### src/rtl/csw_pkg.sv
package csw_pkg;

  localparam int unsigned CODE_W = 8;
  localparam logic [CODE_W-1:0] SRC_CODE_PLL  = 8'h21;
  localparam logic [CODE_W-1:0] SRC_CODE_HOST = 8'h23;

  typedef enum logic [2:0] {
    ST_IDLE,
    ST_ISOLATE,
    ST_SELECT,
    ST_SMRST,
    ST_RELEASE,
    ST_RECONNECT
  } seq_state_e;

  // True for the two recognised source codes.
  function automatic logic code_known(input logic [CODE_W-1:0] code);
    return (code == SRC_CODE_PLL) || (code == SRC_CODE_HOST);
  endfunction

  // Select value for a code: 1 means the PLL clock.
  function automatic logic code_to_sel(input logic [CODE_W-1:0] code);
    return code == SRC_CODE_PLL;
  endfunction

  // Fixed step order of the switch sequence.
  function automatic seq_state_e next_step(input seq_state_e s);
    case (s)
      ST_ISOLATE: return ST_SELECT;
      ST_SELECT:  return ST_SMRST;
      ST_SMRST:   return ST_RELEASE;
      ST_RELEASE: return ST_RECONNECT;
      default:    return ST_IDLE;
    endcase
  endfunction

  // The bus stays isolated from the isolate step through the release step.
  function automatic logic step_isolates(input seq_state_e s);
    return (s == ST_ISOLATE) || (s == ST_SELECT) ||
           (s == ST_SMRST) || (s == ST_RELEASE);
  endfunction

endpackage

### src/rtl/csw_step_timer.sv
module csw_step_timer #(
  parameter int unsigned HOLD_CYCLES = 4
) (
  input  logic clk,
  input  logic rst_n,
  input  logic run_i,
  output logic first_o,
  output logic last_o
);
  localparam int unsigned CNT_W = $clog2(HOLD_CYCLES + 1);
  localparam logic [CNT_W-1:0] CNT_LAST = CNT_W'(HOLD_CYCLES - 1);

  logic [CNT_W-1:0] cnt_q;

  assign first_o = run_i && (cnt_q == '0);
  assign last_o  = run_i && (cnt_q == CNT_LAST);

  always_ff @(posedge clk or negedge rst_n) begin
    if (!rst_n)
      cnt_q <= '0;
    else if (!run_i || last_o)
      cnt_q <= '0;
    else
      cnt_q <= cnt_q + 1'b1;
  end

  // the count never runs past the step length.
  p_cnt_bound_r6: assert property (@(posedge clk) disable iff (!rst_n)
    cnt_q <= CNT_LAST);

endmodule

### src/rtl/csw_src_tracker.sv
module csw_src_tracker (
  input  logic clk,
  input  logic rst_n,
  input  logic capture_i,
  input  logic req_sel_i,
  input  logic commit_i,
  output logic cur_sel_o,
  output logic differs_o
);
  logic cur_q;
  logic pend_q;

  assign cur_sel_o = cur_q;
  assign differs_o = req_sel_i != cur_q;

  always_ff @(posedge clk or negedge rst_n) begin
    if (!rst_n) begin
      cur_q  <= 1'b0;
      pend_q <= 1'b0;
    end else begin
      if (capture_i) pend_q <= req_sel_i;
      if (commit_i)  cur_q  <= pend_q;
    end
  end

  // the current source moves only when the select step is entered.
  p_sel_moves_on_commit_r8: assert property (@(posedge clk) disable iff (!rst_n)
    (cur_q != $past(cur_q)) |-> $past(commit_i));

endmodule

### src/rtl/csw_chan_drive.sv
module csw_chan_drive
  import csw_pkg::*;
(
  input  seq_state_e state_i,
  input  logic       step_first_i,
  output logic       tri_o,
  output logic       smrst_o
);
  assign tri_o   = step_isolates(state_i);
  assign smrst_o = (state_i == ST_SMRST) && step_first_i;
endmodule

### src/rtl/clk_src_switch.sv
module clk_src_switch
  import csw_pkg::*;
#(
  parameter int unsigned NUM_CH      = 2,
  parameter int unsigned HOLD_CYCLES = 4
) (
  input  logic              clk,
  input  logic              rst_n,
  input  logic              req_i,
  input  logic [7:0]        src_code_i,
  input  logic              pair_idle_i,
  output logic [NUM_CH-1:0] bus_tri_o,
  output logic              clk_sel_o,
  output logic              chan_rst_o,
  output logic [NUM_CH-1:0] sm_rst_o,
  output logic              busy_o,
  output logic              done_o
);
  seq_state_e state_q;
  logic       step_first;
  logic       step_last;
  logic       cur_sel;
  logic       sel_differs;
  logic       accept;
  logic       enter_select;
  logic       seq_end;
  logic       done_q;

  assign accept = req_i && pair_idle_i && (state_q == ST_IDLE) &&
                  code_known(src_code_i) && sel_differs;
  assign enter_select = (state_q == ST_ISOLATE) && step_last;
  assign seq_end      = (state_q == ST_RECONNECT) && step_last;

  csw_step_timer #(.HOLD_CYCLES(HOLD_CYCLES)) u_timer (
    .clk     (clk),
    .rst_n   (rst_n),
    .run_i   (state_q != ST_IDLE),
    .first_o (step_first),
    .last_o  (step_last)
  );

  csw_src_tracker u_src (
    .clk       (clk),
    .rst_n     (rst_n),
    .capture_i (accept),
    .req_sel_i (code_to_sel(src_code_i)),
    .commit_i  (enter_select),
    .cur_sel_o (cur_sel),
    .differs_o (sel_differs)
  );

  for (genvar ch = 0; ch < NUM_CH; ch++) begin : g_chan
    csw_chan_drive u_drv (
      .state_i      (state_q),
      .step_first_i (step_first),
      .tri_o        (bus_tri_o[ch]),
      .smrst_o      (sm_rst_o[ch])
    );
  end

  always_ff @(posedge clk or negedge rst_n) begin
    if (!rst_n) begin
      state_q <= ST_IDLE;
      done_q  <= 1'b0;
    end else begin
      done_q <= seq_end;
      if (state_q == ST_IDLE) begin
        if (accept) state_q <= ST_ISOLATE;
      end else if (step_last) begin
        state_q <= next_step(state_q);
      end
    end
  end

  assign clk_sel_o  = cur_sel;
  assign chan_rst_o = (state_q == ST_SELECT) || (state_q == ST_SMRST);
  assign busy_o     = state_q != ST_IDLE;
  assign done_o     = done_q;

  // channel reset only while every channel is isolated.
  p_rst_isolated_r5: assert property (@(posedge clk) disable iff (!rst_n)
    chan_rst_o |-> (&bus_tri_o));

  // state-machine pulses only under channel reset, one cycle wide.
  p_smrst_in_rst_r5: assert property (@(posedge clk) disable iff (!rst_n)
    (|sm_rst_o) |-> chan_rst_o);
  p_smrst_pulse_r5: assert property (@(posedge clk) disable iff (!rst_n)
    (|sm_rst_o) |=> !(|sm_rst_o));

  // once running, busy holds until the reconnect step ends.
  p_busy_holds_r7: assert property (@(posedge clk) disable iff (!rst_n)
    (busy_o && !seq_end) |=> busy_o);

  // done is a single-cycle flag with busy low.
  p_done_pulse_r9: assert property (@(posedge clk) disable iff (!rst_n)
    done_o |=> !done_o);
  p_done_idle_r9: assert property (@(posedge clk) disable iff (!rst_n)
    done_o |-> !busy_o);

endmodule

### config.mk
export PLATFORM = sky130hd
export DESIGN_NAME = clk_src_switch
export DESIGN_NICKNAME = d
export VERILOG_FILES = /design/src/rtl/csw_pkg.sv /design/src/rtl/csw_step_timer.sv /design/src/rtl/csw_src_tracker.sv /design/src/rtl/csw_chan_drive.sv /design/src/rtl/clk_src_switch.sv
export SDC_FILE = /design/constraint.sdc
export NUM_CORES = 1
export LEC_CHECK = 0
export ABC_AREA = 0
export CORE_MARGIN = 3
export CORE_UTILIZATION = 35
export CTS_CLUSTER_DIAMETER = 80
export DETAILED_ROUTE_END_ITERATION = 8
export DONT_BUFFER_PORTS = 1
export HOLD_SLACK_MARGIN = 0.02
export PLACE_DENSITY = 0.51
export SKIP_CTS_REPAIR_TIMING = 1
export SLEW_MARGIN = 20
export SYNTH_ARGS = -nofsm -noshare
export SYNTH_HDL_FRONTEND = slang
export SYNTH_SLANG_ARGS = --single-unit
### constraint.sdc
create_clock -name clk -period 1.8 [get_ports clk]
set_input_delay 0.36 -clock clk [delete_from_list [all_inputs] [get_ports clk]]
set_output_delay 0.36 -clock clk [all_outputs]
set_load 0.01 [all_outputs]
# Word level (Yosys, flattened, before mapping)
# Index checks and enable logic that the tools add are counted.
# word_totals
register_bits	9
latch_bits	0
ramBits	0
romBits	0
in_bits	12
output_inout_bits	8
wordCells	42
n_memories	0
# op_classes
addsub	1
mul	0
div	0
order_cmp	0
eq_ne	10
n_shift	0
n_mux	5
bitwise_logic	0
reduce_logical	21
# ops
cell	n
8-bit by 6-bit == test with 1-bit output, second input constant	2
3-bit two-way mux	4
3-bit case mux with 4 select lines	1
3-bit by 2-bit == test with 1-bit output, second input constant	3
1-bit logical AND	9
3-bit == test, second input constant	2
3-bit logical NOT	2
1-bit logical OR	6
3-bit by 1-bit adder with 3-bit output, second input constant	1
3-bit by 1-bit == test with 1-bit output, second input constant	1
3-bit nonzero test	1
2-bit != test, second input constant	1
2-bit AND reduction	1
2-bit nonzero test	1
1-bit logical NOT	1
1-bit != test	1

# Longest topological paths before layout
# depth
ltp_word	6
mapped_depth	6
ltp_nobuf	6

# By module
# Synthesis repeated with hierarchy kept, for this count alone.
# hier_totals
cells_unflattened	50
area_unflattened_um2	563.0
# modules_own_cells
module	instances	cells_per_inst	area_each_um2	seq_area_each_um2
clk_src_switch	1	25	257.7	100.1
csw_step_timer	1	14	170.2	75.1
csw_src_tracker	1	5	85.1	50.0
csw_chan_drive	2	3	25.0	0.0

# Worst setup path before layout
# OpenSTA, ideal clock, no wires.
# synth_timing
path_kind	register to output
start	reg state_q[2]
end	out sm_rst_o[0]
arrival_time_ps	1037
required_ps	1440
setup_slack_ps	403
path_stages_with_launch	5
path_buffers	2
cell_sequence	dfrtp_1 > clkbuf_2 > nand2b_1 > nor3_1 > buf_4
# synth_via
elab_chain_cells	3
word_cells_on_any_way	4
cone_classes	1 x eq/ne; 3 x reduce/logical
# synth_lines
item	line_no	rtl
start: declaration	clk_src_switch.sv:19	seq_state_e state_q;
start signal: assignment	clk_src_switch.sv:70	state_q <= next_step(state_q);
3-bit nonzero test	clk_src_switch.sv:37	.run_i (state_q != ST_IDLE),
1-bit logical AND	csw_step_timer.sv:15	assign first_o = run_i && (cnt_q == '0);
1-bit logical AND *	csw_chan_drive.sv:10	assign smrst_o = (state_i == ST_SMRST) && step_first_i;
end: declaration	clk_src_switch.sv:15	output logic [NUM_CH-1:0] sm_rst_o,
# Mark *: on every way between the ends. The rest lies on a longest branch, timed or not.

# Worst setup path in the final report
# Same ends and word-level chain as after synthesis.

==> results_dict.tcl <==
set metrics [dict create \
    status "completed" \
    vias 356 \
    final_nets 70 \
    rows 13 \
    p_per_area_nw_per_um2 706 \
    die_h_microns 44.4 \
    place_congestion 0.650 \
    seq_area_frac_synth_pct 43.7 \
    multiInputGateArea_sq_um 229 \
    wire_per_inst_microns 12.3 \
    worstPathArrival_ps 1300 \
    required_ps 1440 \
    path_clk_slew_ps 60 \
    fin_area_sq_um 543 \
    core_area_sq_um 1330 \
    synth_area_sq_um 515 \
    synth_warnings 0 \
    ir_drop_mv 0.279 \
    antenna_found_initial 0 \
    final_cell_count_no_fill 69 \
    min_path_type "in -> reg" \
    slew_headroom_pct 68.3 \
    synth_commonest_cells "dfrtp_1 (9), inv_1 (7), nor3_1 (5), o21ai_0 (5), buf_4 (4)" \
    start_kind "flip-flop" \
    dp_hpwl_microns 661 \
    ys_top_cells_by_area "dfrtp_1 (44%), ha_1 (7.3%), buf_4 (5.8%)" \
    portBuffers 0 \
    drv_cap 0 \
    grt_pass1_wl_microns 1470 \
    period_share_pct 92.5 \
    drc_errors 0 \
    hold_slack_ps 188 \
    clock_latency_ps 260 \
    synthFlopType "dfrtp_1" \
    areaGrowthSynthToFinish_pct 5.34 \
    cp_max_fo 8 \
    period_minus_slack_ps 1660 \
    synth_fp_nets 68 \
    syn_inst 53 \
    cts.path.max_buffers 2 \
    root_buffer "clkbuf_4" \
    cts_tree "yes" \
    grt_pass1_vias 362 \
    setup_viol 0 \
    io_pins 20 \
    nFillCells 138 \
    synth_top_area_cell "dfrtp_1" \
    drive_gt1_share_pct 13.0 \
    avgViaCountPerCell 5.16 \
    placed_cell_area_sq_um 507 \
    hold_viol_final 0 \
    slew_viol_final 0 \
    syn_avg_cell_area_sq_um 9.73 \
    rsz0062_at_grt "no" \
    cts_made_buffers 3 \
    dr.pass1.iters 2 \
    die-area_sq_um 1970 \
    rrSetupSlack_ps 290 \
    crit_type "reg -> out" \
    cts_htree_levels 1 \
    start_util_pct 38.6 \
    cts_sinks 9 \
    first_iter_violations 3 \
    area.sequential_sq_um 225 \
    worst_slew_pin_slew_ps 473 \
    netlist.area_leader.share_pct 43.7 \
    power_mw 0.383 \
    dieWidth_microns 44.4 \
    ys_seq_elements 9 \
    fin_skew_ps 6.75 \
    grt_usage_pct 10.6 \
    max_freq_mhz 601 \
    grt_overflow 0 \
    tns_ps 0 \
    placed_cells 64 \
    async_flop_share_pct 100 \
    synth-edff-count 0 \
    p_leak_nw 0.278 \
    grt_start_max_net_pins 10 \
    synth.most_common_cell "dfrtp_1" \
    end_kind "output port" \
    yosysUniqueCellTypes 23 \
    wl_microns 852 \
    postRouteAntennaNets 0 \
    antennaDiodeCount 0 \
]
## layout make-up
type	instances	area share, %
Multi-Input combinational cell	32	42.2
Sequential cell	9	41.5
Clock buffer	4	4.84
Inverter	7	4.84
Tap cell	15	3.46
Timing Repair Buffer	2	3.23
## critical path: stages, from the launching register on
cell and delay (ps):
dfrtp_1 470, nand2b_1 220, nor3_1 190, buf_4 170
## kinds of logic after synthesis
logic type | share of synthesized area, %
muxes | 2.18
adders and majority gates | 7.28
DFF | 43.7
AOI/OAI and AO/OA | 10.2
buffers and inverters | 11.9
xor gates and xnor gates | 3.40
and+or+nand+nor | 21.4
## state kept, by name (all words and copies together), names as in the netlist
name             count
u_src.cur_sel_o      1
done_o               1
state_q              3
u_src.pend_q         1
u_timer.cnt_q        3
## power by group
part           switching (mW)  internal, mW  total [mW]
Sequential            0.00323         0.204       0.208
Clock                  0.0690        0.0853       0.154
Combinational          0.0123       0.00900      0.0213
Total                  0.0845         0.299       0.383
## per-stage QoR
stage / util (%) / setup slack [ps]
6_report: 40.7 / 135
5_1_grt: 40.7 / 13.2
4_1_cts: 40.0 / 123
3_5_place_dp: 38.0 / 277
3_3_place_gp: 38.0 / 299
2_1_floorplan: - / 403
## per-layer routing
metal,part of all wire (%),up-vias,global-route usage [%],wire [microns]
li1,-,178,-,-
met1,44,158,13.0,378
met2,44,18,15.4,375
met3,9.6,2,1.22,82
met4,1.9,0,10.8,16
met5,0,-,0,0
## worst paths after layout
path | startpoint | endpoint | depth (start not counted)
min in group asynchronous | rst_n | state_q[2] | 1
hold / removal | src_code_i[1] | u_src.pend_q | 1
setup reg to reg | state_q[0] | state_q[0] | 4
setup / recovery | state_q[2] | sm_rst_o[0] | 3
hold reg to reg | u_timer.cnt_q[0] | u_timer.cnt_q[0] | 1
max in group asynchronous | rst_n | u_src.pend_q | 1
## cell usage in the layout (no fill, tap or decap), types with 2 or more instances in the layout
cell type  synthesis  final
clkbuf_4           0      3
dfrtp_1            9      9
ha_1               3      3
inv_1              7      7
nand2_1            3      3
nor2_1             2      2
nor3_1             5      5
o21ai_0            5      5
Note: power is estimated with default switching activity, not from simulation.
